==> src/rtl/ivr_pkg.sv <==
// Shared types and constants of the interrupt vector ring writer.
package ivr_pkg;

    // One interrupt event as supplied by a source (68 bits, MSB first).
    typedef struct packed {
        logic [15:0] pasid;
        logic [7:0]  vm_id;
        logic [7:0]  ring_id;
        logic [27:0] data;
        logic [7:0]  src_id;
    } ivr_event_t;

    localparam int EVT_W  = $bits(ivr_event_t);
    localparam int ADDR_W = 40;

    // Write engine states: four vector words, then optional writeback.
    typedef enum logic [2:0] {
        ENG_IDLE = 3'd0,
        ENG_W0   = 3'd1,
        ENG_W1   = 3'd2,
        ENG_W2   = 3'd3,
        ENG_W3   = 3'd4,
        ENG_WB   = 3'd5
    } eng_state_t;

    // Register indices.
    localparam logic [2:0] RIDX_CTRL   = 3'd0;
    localparam logic [2:0] RIDX_BASE   = 3'd1;
    localparam logic [2:0] RIDX_RPTR   = 3'd2;
    localparam logic [2:0] RIDX_WPTR   = 3'd3;
    localparam logic [2:0] RIDX_WBLO   = 3'd4;
    localparam logic [2:0] RIDX_WBHI   = 3'd5;
    localparam logic [2:0] RIDX_STATUS = 3'd6;

endpackage

==> src/rtl/ivr_arbiter.sv <==
// Per-source pending slots with a round-robin grant.
// Assumes: a slot is filled only when empty; take clears the granted slot.
module ivr_arbiter
    import ivr_pkg::*;
#(
    parameter int NUM_SRC = 4
) (
    input  logic                     clk,
    input  logic                     rst_n,
    input  logic [NUM_SRC-1:0]       src_valid,
    input  logic [NUM_SRC*EVT_W-1:0] src_event,
    output logic [NUM_SRC-1:0]       src_ready,
    input  logic                     take,
    output logic                     gnt_valid,
    output ivr_event_t               gnt_event,
    output logic                     any_pending
);
    localparam int IDXW = (NUM_SRC > 1) ? $clog2(NUM_SRC) : 1;

    logic [NUM_SRC-1:0] slot_v;
    ivr_event_t         slot_q [NUM_SRC];
    logic [IDXW-1:0]    last_q;
    logic [IDXW-1:0]    gnt_idx;

    // Search the slots in rotating order, starting after the last one served.
    always_comb begin
        gnt_valid = 1'b0;
        gnt_idx   = '0;
        for (int k = 1; k <= NUM_SRC; k++) begin
            int c;
            c = int'(last_q) + k;
            if (c >= NUM_SRC) c = c - NUM_SRC;
            if (!gnt_valid && slot_v[c]) begin
                gnt_valid = 1'b1;
                gnt_idx   = IDXW'(c);
            end
        end
    end

    assign gnt_event   = slot_q[gnt_idx];
    assign src_ready   = ~slot_v;
    assign any_pending = |slot_v;

    // One pending slot per source: fill when empty, clear on grant.
    for (genvar g = 0; g < NUM_SRC; g++) begin : g_slot
        always_ff @(posedge clk) begin
            if (!rst_n) begin
                slot_v[g] <= 1'b0;
                slot_q[g] <= '0;
            end else if (take && gnt_idx == IDXW'(g)) begin
                slot_v[g] <= 1'b0;
            end else if (src_valid[g] && !slot_v[g]) begin
                slot_v[g] <= 1'b1;
                slot_q[g] <= src_event[g*EVT_W +: EVT_W];
            end
        end
    end

    // Remember the last source served for the rotation.
    always_ff @(posedge clk) begin
        if (!rst_n)    last_q <= IDXW'(NUM_SRC - 1);
        else if (take) last_q <= gnt_idx;
    end

endmodule

==> src/rtl/ivr_regs.sv <==
// Host register file: control, ring base, read pointer, writeback address.
// Assumes: write-pointer state lives in the engine; this block only
// forwards load and clear pulses and gates the load on ring disable.
module ivr_regs
    import ivr_pkg::*;
#(
    parameter int MAX_LOG2 = 14,
    parameter int PTRW     = MAX_LOG2 + 2
) (
    input  logic              clk,
    input  logic              rst_n,
    input  logic              reg_we,
    input  logic [2:0]        reg_addr,
    input  logic [31:0]       reg_wdata,
    output logic [31:0]       reg_rdata,
    input  logic [31:0]       wptr_word,
    input  logic              busy,
    input  logic              ptr_eq,
    output logic              ring_en,
    output logic              intr_en,
    output logic              ovf_en,
    output logic              wb_en,
    output logic [PTRW-1:0]   ptr_mask,
    output logic [31:0]       base,
    output logic [PTRW-1:0]   rptr,
    output logic [ADDR_W-1:0] wb_addr,
    output logic              wptr_load,
    output logic [PTRW-1:0]   wptr_load_val,
    output logic              ovf_clr
);
    logic [4:0]  size_q;
    logic [4:0]  size_eff;
    logic [29:0] wblo_q;
    logic [7:0]  wbhi_q;

    // Register writes from the host.
    always_ff @(posedge clk) begin
        if (!rst_n) begin
            ring_en <= 1'b0;
            intr_en <= 1'b0;
            ovf_en  <= 1'b0;
            wb_en   <= 1'b0;
            size_q  <= '0;
            base    <= '0;
            rptr    <= '0;
            wblo_q  <= '0;
            wbhi_q  <= '0;
        end else if (reg_we) begin
            case (reg_addr)
                RIDX_CTRL: begin
                    ring_en <= reg_wdata[0];
                    intr_en <= reg_wdata[1];
                    ovf_en  <= reg_wdata[2];
                    wb_en   <= reg_wdata[3];
                    size_q  <= reg_wdata[8:4];
                end
                RIDX_BASE: base   <= reg_wdata;
                RIDX_RPTR: rptr   <= {reg_wdata[PTRW-1:4], 4'b0000};
                RIDX_WBLO: wblo_q <= reg_wdata[31:2];
                RIDX_WBHI: wbhi_q <= reg_wdata[7:0];
                default: ;
            endcase
        end
    end

    // Clamp the size field and derive the byte wrap mask.
    always_comb begin
        if (size_q < 5'd2)                 size_eff = 5'd2;
        else if (size_q > 5'(MAX_LOG2))    size_eff = 5'(MAX_LOG2);
        else                               size_eff = size_q;
        ptr_mask = ~({PTRW{1'b1}} << ({1'b0, size_eff} + 6'd2));
    end

    assign wb_addr       = {wbhi_q, wblo_q, 2'b00};
    assign wptr_load     = reg_we && reg_addr == RIDX_WPTR && !ring_en;
    assign wptr_load_val = {reg_wdata[PTRW-1:4], 4'b0000};
    assign ovf_clr       = reg_we && reg_addr == RIDX_CTRL && reg_wdata[31];

    // Read-back multiplexer.
    always_comb begin
        case (reg_addr)
            RIDX_CTRL:   reg_rdata = {23'b0, size_q, wb_en, ovf_en, intr_en, ring_en};
            RIDX_BASE:   reg_rdata = base;
            RIDX_RPTR:   reg_rdata = 32'(rptr);
            RIDX_WPTR:   reg_rdata = wptr_word;
            RIDX_WBLO:   reg_rdata = {wblo_q, 2'b00};
            RIDX_WBHI:   reg_rdata = {24'b0, wbhi_q};
            RIDX_STATUS: reg_rdata = {30'b0, ptr_eq, busy};
            default:     reg_rdata = '0;
        endcase
    end

endmodule

==> src/rtl/ivr_engine.sv <==
// Vector write engine: issues four word writes per vector, then updates the
// write pointer and overflow flag, then optionally writes the pointer back.
// Assumes: mem_req is a function of state only; the host does not load the
// pointer while a vector is in flight.
module ivr_engine
    import ivr_pkg::*;
#(
    parameter int PTRW = 16
) (
    input  logic              clk,
    input  logic              rst_n,
    input  logic              ring_go,
    input  logic              ovf_en,
    input  logic              wb_en,
    input  logic [PTRW-1:0]   ptr_mask,
    input  logic [PTRW-1:0]   rptr,
    input  logic [31:0]       base,
    input  logic [ADDR_W-1:0] wb_addr,
    input  logic              gnt_valid,
    input  ivr_event_t        gnt_event,
    input  logic              wptr_load,
    input  logic [PTRW-1:0]   wptr_load_val,
    input  logic              ovf_clr,
    input  logic              mem_ack,
    output logic              take,
    output logic              mem_req,
    output logic [ADDR_W-1:0] mem_addr,
    output logic [31:0]       mem_data,
    output logic [PTRW-1:0]   wptr,
    output logic              ovf_flag,
    output logic [31:0]       wptr_word,
    output logic              busy
);
    eng_state_t  state_q;
    ivr_event_t  vec_q;
    logic [1:0]  word_idx;
    logic [PTRW-1:0] wptr_nxt;
    logic        last_word_done;
    logic        ovf_set;
    logic [ADDR_W-1:0] ring_addr;

    assign take           = (state_q == ENG_IDLE) && ring_go && gnt_valid;
    assign mem_req        = (state_q != ENG_IDLE);
    assign busy           = mem_req;
    assign last_word_done = (state_q == ENG_W3) && mem_ack;
    assign wptr_nxt       = (wptr + PTRW'(16)) & ptr_mask;
    assign ovf_set        = last_word_done && ovf_en && (wptr_nxt == (rptr & ptr_mask));
    assign wptr_word      = 32'(wptr) | {31'b0, ovf_flag};

    // Word index within the vector from the engine state.
    always_comb begin
        case (state_q)
            ENG_W1:  word_idx = 2'd1;
            ENG_W2:  word_idx = 2'd2;
            ENG_W3:  word_idx = 2'd3;
            default: word_idx = 2'd0;
        endcase
    end

    assign ring_addr = {base, 8'h00} + ADDR_W'(wptr) + ADDR_W'({word_idx, 2'b00});
    assign mem_addr  = (state_q == ENG_WB) ? wb_addr : ring_addr;

    // Word contents from the latched event.
    always_comb begin
        case (state_q)
            ENG_W0:  mem_data = {24'b0, vec_q.src_id};
            ENG_W1:  mem_data = {4'b0, vec_q.data};
            ENG_W2:  mem_data = {vec_q.pasid, vec_q.vm_id, vec_q.ring_id};
            ENG_WB:  mem_data = wptr_word;
            default: mem_data = '0;
        endcase
    end

    // State sequencing and event capture.
    always_ff @(posedge clk) begin
        if (!rst_n) begin
            state_q <= ENG_IDLE;
            vec_q   <= '0;
        end else begin
            case (state_q)
                ENG_IDLE: if (take) begin
                    state_q <= ENG_W0;
                    vec_q   <= gnt_event;
                end
                ENG_W0: if (mem_ack) state_q <= ENG_W1;
                ENG_W1: if (mem_ack) state_q <= ENG_W2;
                ENG_W2: if (mem_ack) state_q <= ENG_W3;
                ENG_W3: if (mem_ack) state_q <= wb_en ? ENG_WB : ENG_IDLE;
                ENG_WB: if (mem_ack) state_q <= ENG_IDLE;
                default: state_q <= ENG_IDLE;
            endcase
        end
    end

    // Write pointer: host load while disabled, else advance after word 3.
    always_ff @(posedge clk) begin
        if (!rst_n)              wptr <= '0;
        else if (wptr_load)      wptr <= wptr_load_val;
        else if (last_word_done) wptr <= wptr_nxt;
    end

    // Sticky overflow flag: set wins over a same-cycle clear.
    always_ff @(posedge clk) begin
        if (!rst_n)                    ovf_flag <= 1'b0;
        else if (ovf_set)              ovf_flag <= 1'b1;
        else if (ovf_clr || wptr_load) ovf_flag <= 1'b0;
    end

endmodule

==> src/rtl/ivring_writer.sv <==
// Top of the interrupt vector ring writer: arbiter, register file, engine.
// Assumes: single clock, synchronous active-low reset, memory port accepts
// one word per cycle when mem_ack is high.
module ivring_writer
    import ivr_pkg::*;
#(
    parameter int NUM_SRC  = 4,
    parameter int MAX_LOG2 = 14
) (
    input  logic                     clk,
    input  logic                     rst_n,
    input  logic [NUM_SRC-1:0]       src_valid,
    input  logic [NUM_SRC*68-1:0]    src_event,
    output logic [NUM_SRC-1:0]       src_ready,
    input  logic                     reg_we,
    input  logic [2:0]               reg_addr,
    input  logic [31:0]              reg_wdata,
    output logic [31:0]              reg_rdata,
    output logic                     mem_req,
    input  logic                     mem_ack,
    output logic [39:0]              mem_addr,
    output logic [31:0]              mem_data,
    output logic                     host_irq
);
    localparam int PTRW = MAX_LOG2 + 2;

    logic              ring_en, intr_en, ovf_en, wb_en;
    logic [PTRW-1:0]   ptr_mask, rptr, wptr, wptr_load_val;
    logic [31:0]       base, wptr_word;
    logic [ADDR_W-1:0] wb_addr;
    logic              wptr_load, ovf_clr, ovf_flag;
    logic              take, gnt_valid, any_pending, eng_busy, busy_any, ptr_eq;
    ivr_event_t        gnt_event;

    ivr_arbiter #(.NUM_SRC(NUM_SRC)) u_arb (
        .clk(clk), .rst_n(rst_n),
        .src_valid(src_valid), .src_event(src_event), .src_ready(src_ready),
        .take(take), .gnt_valid(gnt_valid), .gnt_event(gnt_event),
        .any_pending(any_pending)
    );

    ivr_regs #(.MAX_LOG2(MAX_LOG2), .PTRW(PTRW)) u_regs (
        .clk(clk), .rst_n(rst_n),
        .reg_we(reg_we), .reg_addr(reg_addr), .reg_wdata(reg_wdata),
        .reg_rdata(reg_rdata), .wptr_word(wptr_word), .busy(busy_any),
        .ptr_eq(ptr_eq), .ring_en(ring_en), .intr_en(intr_en),
        .ovf_en(ovf_en), .wb_en(wb_en), .ptr_mask(ptr_mask), .base(base),
        .rptr(rptr), .wb_addr(wb_addr), .wptr_load(wptr_load),
        .wptr_load_val(wptr_load_val), .ovf_clr(ovf_clr)
    );

    ivr_engine #(.PTRW(PTRW)) u_eng (
        .clk(clk), .rst_n(rst_n),
        .ring_go(ring_en && intr_en), .ovf_en(ovf_en), .wb_en(wb_en),
        .ptr_mask(ptr_mask), .rptr(rptr), .base(base), .wb_addr(wb_addr),
        .gnt_valid(gnt_valid), .gnt_event(gnt_event),
        .wptr_load(wptr_load), .wptr_load_val(wptr_load_val),
        .ovf_clr(ovf_clr), .mem_ack(mem_ack), .take(take),
        .mem_req(mem_req), .mem_addr(mem_addr), .mem_data(mem_data),
        .wptr(wptr), .ovf_flag(ovf_flag), .wptr_word(wptr_word),
        .busy(eng_busy)
    );

    assign ptr_eq   = ((rptr & ptr_mask) == wptr);
    assign busy_any = eng_busy || any_pending;
    assign host_irq = intr_en && (!ptr_eq || ovf_flag);

endmodule

==> config.mk <==
export PLATFORM = sky130hd
export DESIGN_NAME = ivring_writer
export DESIGN_NICKNAME = d
export VERILOG_FILES = /design/src/rtl/ivr_pkg.sv /design/src/rtl/ivr_arbiter.sv /design/src/rtl/ivr_regs.sv /design/src/rtl/ivr_engine.sv /design/src/rtl/ivring_writer.sv
export SDC_FILE = /design/constraint.sdc
export NUM_CORES = 1
export LEC_CHECK = 0
export BUFFER_PORTS_ARGS = -buffer_cell sky130_fd_sc_hd__buf_4
export CELL_PAD_IN_SITES_DETAIL_PLACEMENT = 0
export CELL_PAD_IN_SITES_GLOBAL_PLACEMENT = 1
export CORE_MARGIN = 5
export CORE_UTILIZATION = 48
export DETAILED_ROUTE_END_ITERATION = 7
export GPL_ROUTABILITY_DRIVEN = 0
export GPL_TIMING_DRIVEN = 0
export PLACE_DENSITY_LB_ADDON = 0.1
export SYNTH_ARGS = -nofsm -noshare
export SYNTH_HDL_FRONTEND = slang
export SYNTH_HIERARCHICAL = 1
export SYNTH_SLANG_ARGS = --single-unit
==> constraint.sdc <==
create_clock -name clk -period 10.25 [get_ports clk]
set_clock_uncertainty 0.1 [all_clocks]
set_input_delay 0.5125 -clock clk [delete_from_list [all_inputs] [get_ports clk]]
set_output_delay 0.5125 -clock clk [all_outputs]
set_load 0.02 [all_outputs]
==> run_results.csv <==
group,metric,value,unit
worst_hold_path,holdCritPathClass,"input pin to flip-flop",
cts,cts_setup_buffers,0,
sta,relSlewSlack,0.298,
sta,min_period,5490,ps
detailed_routing,drc,0,
finish,area_growth,25.5,%
synthesis,synth_edf_count,272,
synthesis,synth_seq_cells,457,
detailed_routing,drtPass1Iterations,6,
detailed_routing,wl_per_cell,23.4,um
sta,max_freq,182,MHz
placed_design,port_buffers,423,
finish,final_common_cell,"buf_4",
finish,final_layout_size_suffix_gt1_frac,0.273,
detailed_routing,num_vias,18900,
grt,track_usage,0.290,
synthesis,avgSynthCellArea,10.7,sq um
cts,cts-root-buf,"clkbuf_16",
sta,rsz0062_at_grt,"false",
finish,fin_area,29700,sq um
worst_setup_path,path_buf_inv,6,
sta,hold_viol_final,0,
grt,antenna_found_initial,2,
cts,cts_sinks,457,
sta,min_period_over_period,0.535,
floorplanning,die_x,232,um
synthesis,netlist_area,23700,sq um
cts,cts_tree,"yes",
synthesis,synth_cell_types,89,
floorplanning,start_util,0.485,
worst_setup_path,cp-end-kind,"primary output",
sta,fin_tns_setup,0,ps
placed_design,place_area,28100,sq um
worst_setup_path,slowest_stage,"clkbuf_1",
worst_setup_path,startpoint_type,"flip-flop",
detailed_routing,ant_nets,0,
cts,ctsLongestPathBuffers,3,
synthesis,synthCells,2212,
synthesis,synth-main-ff-cell,"edfxtp_1",
synthesis,synth-warning-count,6,
sta,worstMarginPinSlew,1050,ps
cts,cts-htree-levels,2,
power,vdd_drop_max,141,uV
grt,grt-ovfl-total,0,
worst_setup_path,critPathKind,"flip-flop to primary output",
detailed_routing,routed_wl,80.3,mm
sta,setup_violations,0,
worst_setup_path,critPathTopFamily,"buffers and inverters",
run_status,outcome,"completed",
grt,grt_pass1_vias,19400,
worst_setup_path,cp_data_arrival_time,4870,ps
finish,num-nets-final,3049,
grt,grt_pass1_wl,117,mm
worst_setup_path,critical_path_required,9640,ps
grt,grt_max_degree,55,
cts,clk_latency,610,ps
power,p_leak,11.7,nW
worst_setup_path,worstPathMaxFanout,10,
cts,cts_buffers,50,
floorplanning,core,48800,sq um
finish,final_cell_mix,"buf_4, nand2_1, and2_1",
cts,path_clk_slew,60,ps
detailed_routing,drt_iter0_markers,1628,
power,power_density,150,nW/um^2
synthesis,ys_seq_area_frac,0.501,
worst_setup_path,slowest_delay,560,ps
finish,fin_util,0.609,
cts,cts_resized,0,
floorplanning,row_count,81,
synthesis,synth-async-reset-ratio,0,
floorplanning,die_h,232,um
detailed_routing,via_per_inst,5.51,
floorplanning,io_pins,425,
cts,ctsHoldBuffers,0,
floorplanning,dieArea,53900,sq um
run,drv_cap,0,
sta,slew_viol_final,0,
placed_design,dp_hpwl,61.8,mm
worst_setup_path,cpMostUsedCell,"clkbuf_1",
worst_setup_path,cp_cell_sequence,"clkbuf_1 > clkbuf_1 > clkbuf_1 > a22oi_1 > inv_1 > ha_1 > a21oi_1 > nor4_4 > o311ai_2 > buf_6 > a21oi_1 > xnor2_1 > o21ai_0 > buf_4",
logic make-up after synthesis:
| kind of cell | after synthesis | share of synthesized area |
|---|---|---|
| XOR/XNOR | 71 | 0.0262 |
| multiplexers | 132 | 0.0943 |
| AND/OR/NAND/NOR | 869 | 0.187 |
| AO/OA/AOI/OAI | 419 | 0.125 |
| flip-flops | 457 | 0.501 |
| other | 2 | 0.000317 |
| adder cells (fa/ha/maj) | 13 | 0.00718 |
| buffers and inverters | 249 | 0.0591 |
metrics by stage:
step	std cells	power [mW]	hold WS, ps	setup WS (ps)
finish	3428	4.45	71.7	4760
global route	3428	4.59	54.1	4560
CTS	3426	4.48	41.5	4830
detailed placement	3333	2.67	353	5490
global placement	3323	2.66	347	572
floorplan	2236	2.41	333	4250
per-layer routing:
layer	vias to the layer above	track usage	share of wire
met3	165	0.0515	0.075
li1	8749	-	-
met1	9130	0.357	0.38
met4	0	0.115	0.043
met5	-	0	0
met2	834	0.508	0.51
synth_stat cells (5+ instances only):
cell type	n	area [sq um]
nand2_1	419	1570
and2_1	280	1750
edfxtp_1	272	8170
dfxtp_1	185	3700
a21boi_0	102	766
clkbuf_1	95	357
mux4_2	71	1600
buf_4	67	503
a21boi_1	63	473
o21ai_0	62	310
a21oi_1	46	230
xnor2_1	46	403
mux2i_1	42	420
nor2_1	42	158
inv_1	37	139
buf_2	30	150
nand3_1	27	135
xor2_1	25	219
a22oi_1	24	180
o2bb2ai_1	24	210
mux2_2	19	214
a31oi_1	14	87.6
and3_1	14	87.6
nor2b_1	13	81.3
ha_1	12	150
nand4_1	11	68.8
o22ai_1	9	56.3
buf_6	8	90.1
a221oi_1	7	61.3
buf_12	7	140
o211ai_1	7	52.6
a211oi_1	6	45.0
nand2b_1	6	37.5
o2111ai_1	6	52.6
o21ai_1	6	30.0
or3_1	6	37.5
nor3_1	5	25.0
or2_2	5	31.3
registers in the layout (all words and copies together), names as in the netlist, 2 cells and up:
| name | count |
|---|---|
| u_eng/vec_q | 68 |
| u_regs/size_q | 5 |
| u_eng/state_q | 3 |
| u_regs/wbhi_q | 8 |
| u_regs/wblo_q | 30 |
| u_arb/slot_v | 4 |
| u_arb/last_q | 2 |
| u_arb/slot_q | 272 |
| u_eng/wptr | 16 |
| u_regs/base | 32 |
| u_regs/rptr | 12 |
path summary, 6_finish.rpt:
| path | from | slack (ps) | to | cells after the start |
|---|---|---|---|---|
| worst max-delay path | u_eng/state_q[0] | 4760 | mem_addr[39] | 14 |
| worst min-delay path | src_event[61] | 70 | u_arb/slot_q[0][61] | 2 |
| worst max register to register | u_arb/slot_v[3] | 6610 | u_arb/slot_q[0][63] | 12 |
| worst min register to register | u_eng/vec_q[6] | 360 | u_eng/vec_q[6] | 2 |
report_power, final:
group          total (mW)  switching (mW)  internal (mW)
clock network        1.82           0.763           1.06
registers            2.08          0.0391           2.04
logic               0.548           0.276          0.271
total                4.45            1.08           3.37
final cells by class:
class / instances / area (sq um)
Clock inverter: 26 / 277
Buffer: 211 / 1260
Tap cell: 664 / 831
Inverter: 38 / 143
Antenna cell: 2 / 5.00
Multi-Input combinational cell: 1530 / 10600
Sequential cell: 457 / 11900
Clock buffer: 67 / 1390
Timing Repair Buffer: 433 / 3420
Fill cell: 4207 / 19100
(Power assumes the default switching activity.)
